[src/rtl/rfq_pkg.sv]
package rfq_pkg;

    localparam int RAS_W = 6;
    localparam int RMX_W = 4;
    localparam int RTO_W = 4;
    localparam int RTO_MAX_CODE = (1 << RTO_W) - 1;

    typedef enum logic [1:0] {
        GAP_NONE = 2'd0,
        GAP_GOOD = 2'd1,
        GAP_FAST = 2'd2,
        GAP_SLOW = 2'd3
    } gap_verdict_e;

    typedef struct packed {
        logic [RAS_W-1:0] ras;
        logic [RMX_W-1:0] rmx;
        logic [RTO_W-1:0] rto;
    } qual_cfg_t;

    function automatic logic is_reject(input gap_verdict_e v);
        return (v == GAP_FAST) || (v == GAP_SLOW);
    endfunction

    function automatic int unsigned quiet_ticks(input logic [RTO_W-1:0] code,
                                                input int unsigned step);
        int unsigned mult;
        mult = (code == '0) ? 1 : int'(code);
        return mult * step;
    endfunction

endpackage

[src/rtl/rfq_tick_gen.sv]
module rfq_tick_gen #(
    parameter int TICK_DIV = 100000
) (
    input  logic clk,
    input  logic rst,
    output logic tick_o
);
    localparam int CW = (TICK_DIV > 1) ? $clog2(TICK_DIV) : 1;
    localparam logic [CW-1:0] LAST = CW'(TICK_DIV - 1);

    logic [CW-1:0] cnt_q;

    always_ff @(posedge clk) begin
        if (rst) begin
            cnt_q <= '0;
        end else if (cnt_q == LAST) begin
            cnt_q <= '0;
        end else begin
            cnt_q <= cnt_q + CW'(1);
        end
    end

    assign tick_o = !rst && (cnt_q == LAST);

endmodule

[src/rtl/rfq_spacing_timer.sv]
module rfq_spacing_timer
    import rfq_pkg::*;
(
    input  logic                 clk,
    input  logic                 rst,
    input  logic                 tick_i,
    input  logic                 xing_i,
    input  logic [RAS_W-1:0]     ras_i,
    input  logic [RMX_W-1:0]     rmx_i,
    output gap_verdict_e         verdict_o
);
    logic [RAS_W-1:0] tmr_q;
    logic             armed_q;
    gap_verdict_e     verdict_q;
    logic [RAS_W-1:0] margin_w;

    assign margin_w = {{(RAS_W-RMX_W){1'b0}}, rmx_i};

    always_ff @(posedge clk) begin
        if (rst) begin
            tmr_q     <= '0;
            armed_q   <= 1'b0;
            verdict_q <= GAP_NONE;
        end else begin
            verdict_q <= GAP_NONE;
            if (xing_i) begin
                if (armed_q) begin
                    verdict_q <= (tmr_q > margin_w) ? GAP_FAST : GAP_GOOD;
                end
                tmr_q   <= ras_i;
                armed_q <= 1'b1;
            end else if (tick_i && armed_q) begin
                if (tmr_q <= RAS_W'(1)) begin
                    tmr_q     <= '0;
                    armed_q   <= 1'b0;
                    verdict_q <= GAP_SLOW;
                end else begin
                    tmr_q <= tmr_q - RAS_W'(1);
                end
            end
        end
    end

    assign verdict_o = verdict_q;

endmodule

[src/rtl/rfq_quiet_timer.sv]
module rfq_quiet_timer
    import rfq_pkg::*;
#(
    parameter int STEP_TICKS = 64
) (
    input  logic             clk,
    input  logic             rst,
    input  logic             tick_i,
    input  logic             xing_i,
    input  logic [RTO_W-1:0] rto_i,
    output logic             end_o
);
    localparam int QMAX = RTO_MAX_CODE * STEP_TICKS;
    localparam int QW   = $clog2(QMAX + 1);

    logic [QW-1:0] cnt_q;
    logic [QW-1:0] limit_w;
    logic          active_q;
    logic          end_q;

    assign limit_w = QW'(quiet_ticks(rto_i, STEP_TICKS));

    always_ff @(posedge clk) begin
        if (rst) begin
            cnt_q    <= '0;
            active_q <= 1'b0;
            end_q    <= 1'b0;
        end else begin
            end_q <= 1'b0;
            if (xing_i) begin
                cnt_q    <= '0;
                active_q <= 1'b1;
            end else if (tick_i && active_q) begin
                if (cnt_q + QW'(1) >= limit_w) begin
                    cnt_q    <= '0;
                    active_q <= 1'b0;
                    end_q    <= 1'b1;
                end else begin
                    cnt_q <= cnt_q + QW'(1);
                end
            end
        end
    end

    assign end_o = end_q;

endmodule

[src/rtl/rfq_valid_tracker.sv]
module rfq_valid_tracker
    import rfq_pkg::*;
#(
    parameter int NEED_GOOD = 2
) (
    input  logic         clk,
    input  logic         rst,
    input  gap_verdict_e verdict_i,
    input  logic         end_i,
    output logic         valid_o
);
    localparam int GW = $clog2(NEED_GOOD + 1);
    localparam logic [GW-1:0] FULL = GW'(NEED_GOOD);

    logic [GW-1:0] good_q;
    logic [GW-1:0] good_nxt;
    logic          valid_q;

    always_comb begin
        good_nxt = good_q;
        if (is_reject(verdict_i) || end_i) begin
            good_nxt = '0;
        end else if (verdict_i == GAP_GOOD && good_q != FULL) begin
            good_nxt = good_q + GW'(1);
        end
    end

    always_ff @(posedge clk) begin
        if (rst) begin
            good_q  <= '0;
            valid_q <= 1'b0;
        end else begin
            good_q  <= good_nxt;
            valid_q <= (good_nxt == FULL);
        end
    end

    assign valid_o = valid_q;

endmodule

[src/rtl/ring_freq_qual.sv]
module ring_freq_qual
    import rfq_pkg::*;
#(
    parameter int TICK_DIV   = 100000,
    parameter int STEP_TICKS = 64
) (
    input  logic       clk,
    input  logic       rst,
    input  logic       xing_i,
    input  logic [5:0] ras_i,
    input  logic [3:0] rmx_i,
    input  logic [3:0] rto_i,
    output logic       ring_valid_o,
    output logic       ring_bad_o,
    output logic       ring_end_o
);
    qual_cfg_t    cfg_w;
    logic         tick_w;
    gap_verdict_e verdict_q;
    logic         end_w;

    assign cfg_w = '{ras: ras_i, rmx: rmx_i, rto: rto_i};

    rfq_tick_gen #(.TICK_DIV(TICK_DIV)) u_tick (
        .clk    (clk),
        .rst    (rst),
        .tick_o (tick_w)
    );

    rfq_spacing_timer u_space (
        .clk       (clk),
        .rst       (rst),
        .tick_i    (tick_w),
        .xing_i    (xing_i),
        .ras_i     (cfg_w.ras),
        .rmx_i     (cfg_w.rmx),
        .verdict_o (verdict_q)
    );

    rfq_quiet_timer #(.STEP_TICKS(STEP_TICKS)) u_quiet (
        .clk    (clk),
        .rst    (rst),
        .tick_i (tick_w),
        .xing_i (xing_i),
        .rto_i  (cfg_w.rto),
        .end_o  (end_w)
    );

    rfq_valid_tracker #(.NEED_GOOD(2)) u_valid (
        .clk       (clk),
        .rst       (rst),
        .verdict_i (verdict_q),
        .end_i     (end_w),
        .valid_o   (ring_valid_o)
    );

    assign ring_bad_o = is_reject(verdict_q);
    assign ring_end_o = end_w;

endmodule

[config.mk]
export PLATFORM = sky130hd
export DESIGN_NAME = ring_freq_qual
export DESIGN_NICKNAME = d
export VERILOG_FILES = /design/src/rtl/rfq_pkg.sv /design/src/rtl/rfq_tick_gen.sv /design/src/rtl/rfq_spacing_timer.sv /design/src/rtl/rfq_quiet_timer.sv /design/src/rtl/rfq_valid_tracker.sv /design/src/rtl/ring_freq_qual.sv
export SDC_FILE = /design/constraint.sdc
export NUM_CORES = 1
export LEC_CHECK = 0
export BUFFER_PORTS_ARGS = -buffer_cell sky130_fd_sc_hd__buf_2
export CORE_UTILIZATION = 61
export CTS_CLUSTER_SIZE = 8
export DETAILED_ROUTE_END_ITERATION = 16
export PLACE_DENSITY = 0.84
export SLEW_MARGIN = 15
export SYNTH_ARGS = -nofsm -noshare
export SYNTH_HDL_FRONTEND = slang
export SYNTH_SLANG_ARGS = --single-unit
export TNS_END_PERCENT = 50
[constraint.sdc]
create_clock -name clk -period 4.1 [get_ports clk]
set_input_delay 0.205 -clock clk [delete_from_list [all_inputs] [get_ports clk]]
set_output_delay 0.205 -clock clk [all_outputs]
set_load 0.1 [all_outputs]
==> results.cfg <==
[worst_setup_path]
path_buf_inv = 0
worst-path-stages = 10
path_cells = ha_1 -> and3_2 -> and3_1 -> nand3_1 -> xnor2_1 -> ha_1 -> nand2_1 -> o31ai_4 -> nor2_4 -> a22o_1
crit_type = flop to flop
crit_start = u_quiet.cnt_q[0]$_SDFFE_PP0P_
critPathLaunchType = flop
path_delay_family = compound AO/OA/AOI/OAI gates
reg2reg_depth = 10
max_stage_delay_ns = 0.59
critPathRequiredTime_ns = 4.30
cp_slowest_cell = o31ai_4
crit_fanout = 11
critPathMostFrequentCell = ha_1
r2r_start = u_quiet.cnt_q[0]$_SDFFE_PP0P_
endpoint_kind = flop
crit_arrival_ns = 3.12

[cells_and_area]
area_growth_syn_to_layout_pct = 11.1
stdcell_area_um2 = 2570
fin_util_pct = 70.3
layout.nets = 318
num_antenna_cells = 0
layout-drive-gt1-share_pct = 15.6

[logic_synthesis]
synth.distinct_cells = 55
yosys.area.top_type = dfxtp_1
ys_seq_area_share_pct = 35.5
async_flop_share_pct = 0
synth_seq_cells = 41
synthesis.nets = 299
synth-edff-count = 0
synthCells = 268
synth.top_cells.by_area = dfxtp_1, ha_1, nor2_1
yosysMostFrequentCell = dfxtp_1
netlist_area_um2 = 2310
synthTopCellsByCount = dfxtp_1, nor2_1, inv_1
synth.yosys.warnings = 0
synth_ff_type = dfxtp_1
synth_top_area_share_pct = 35.5
syn-mean-instance-area_um2 = 8.64

[placement]
portBuffers = 19
dp_hpwl_um = 3070
gp_congestion = 0.735
place_area_um2 = 2430

[hold_path]
min_from = ras_i[2]
hp-class = input port to flop
hold_depth = 3

[route]
ant_nets = 0
wl_per_cell_um = 12.6
drtIter0Drc = 69
routed_wl_um = 4230
vias = 1853
drc = 0
viasPerCell = 5.51
drt_pass1_iterations = 4

[clocking]
clk_latency_ns = 0.30
clock_path_buffers = 2
clkSlewWorstSetupHoldPaths_ns = 0.09
cts_tree = yes
htreeDepth = 2
cts_root_buf = clkbuf_8
cts_resized = 0
cts_hold_buffers = 0
numCtsBuffers = 5
cts_sinks = 41
post-cts-setup-buffers = 0

[flow_run]
cap_viol_max_count = 0

[grt]
grt_pass1_wl_um = 7580
grt_max_degree = 20
grt_pass1_vias = 1752
gr-total-overflow = 0
track_usage_pct = 24.1
antenna_found_initial = 0

[floorplanning]
rows = 22
die_x_um = 63.6
core-area_um2 = 3660
dieArea_um2 = 4040
die_y_um = 63.6
start_util_pct = 63.2
ios = 20

[timing]
slew_headroom_pct = 56.9
rsz0062_at_grt = no
finalClockSkew_ns = 0.0100
fin_crit_sh_pct = 71.2
slew_violations = 0
max_clock_freq_mhz = 342
setup_violations = 0
worstMarginPinSlew_ns = 0.645
final-hold-violation-count = 0
min_period_ns = 2.92
setup_tns_ns = 0

[pwr]
p_leak_nw = 1.11
p_per_area_nw_per_um2 = 346
ir_drop_uv = 358

[run_status]
status = completed
[path summary, 6_finish.rpt]
kind                                         to  slack, ns
setup reg to reg  u_quiet.cnt_q[6]$_SDFFE_PP0P_       1.18
setup / recovery  u_quiet.cnt_q[6]$_SDFFE_PP0P_       1.18
hold / removal    u_space.tmr_q[2]$_SDFFE_PP0P_       0.13
hold reg to reg      u_tick.cnt_q[0]$_SDFF_PP0_       0.47
[flip-flops by register name (all words and copies together), names as in the netlist]
register	cells
u_tick.cnt_q	17
u_quiet.cnt_q	10
u_space.tmr_q	6
u_space.verdict_o	2
u_valid.good_q	2
u_quiet.active_q	1
u_quiet.end_o	1
u_space.armed_q	1
u_valid.valid_o	1
[report_power, final]
part | switching, mW | internal (mW) | leakage [nW] | total (mW)
Clock | 0.154 | 0.245 | 0.0687 | 0.399
Sequential | 0.00886 | 0.407 | 0.333 | 0.416
Combinational | 0.0428 | 0.0320 | 0.705 | 0.0748
Total | 0.206 | 0.684 | 1.11 | 0.890
[per-stage QoR]
step	hold slack (ns)	instances	setup slack [ns]	power (mW)
6_report	0.132	336	1.18	0.890
5_1_grt	0.155	336	0.973	0.926
4_1_cts	0.133	336	1.19	0.894
3_5_place_dp	0.448	328	1.21	0.499
3_3_place_gp	0.440	328	1.31	0.496
2_1_floorplan	0.346	268	1.41	0.480
[per-layer routing]
layer  up-vias  wire, um  track usage, %
li1        973         -               -
met1       860      2050            28.4
met2        15      2020            41.0
met3         5        98            6.52
met4         0        53            9.38
met5         -         0               0
[placed cells by master (no fill, tap or decap), types with 3 or more instances in the layout]
cell	n
nand2b_1	4
a21oi_1	5
nor3_1	10
a31oi_1	3
buf_2	19
o21ai_1	10
o21a_1	4
ha_1	14
dfxtp_1	41
clkbuf_8	5
nand3_1	11
nor2b_1	6
nand2_1	16
a22o_1	8
inv_1	18
nor2_1	37
xor2_1	11
and3_1	7
nand4_1	3
xnor2_1	9
[worst reg2reg max path: cells and delay by family (launching register included)]
family,cells,cell delay [ns]
XOR/XNOR,1,0.16
flip-flops,1,0.44
AO/OA/AOI/OAI,2,0.85
adder cells (fa/ha/maj),2,0.56
AND/OR/NAND/NOR,5,0.82
[layout make-up]
| class | instances | area (um2) |
|---|---|---|
| clock inverters | 3 | 68.8 |
| repair buffers | 19 | 95.1 |
| clock buffers | 5 | 68.8 |
| fillers | 293 | 1090 |
| well taps | 48 | 60.1 |
| inverters | 18 | 67.6 |
| flip-flops and latches | 41 | 821 |
| multi-input cells | 202 | 1390 |
[cell families (layout without fill, tap and decap cells)]
group / count (synthesis) / in the layout / synth area share [%]
fa+ha+maj: 14 / 14 / 7.57
buf+inv: 25 / 45 / 4.43
simple gates: 119 / 119 / 29.2
flops: 41 / 41 / 35.5
mux: 4 / 4 / 1.89
xor+xnor: 20 / 20 / 7.57
compound gates: 45 / 45 / 13.9
Note: power is estimated with default switching activity, not from simulation.
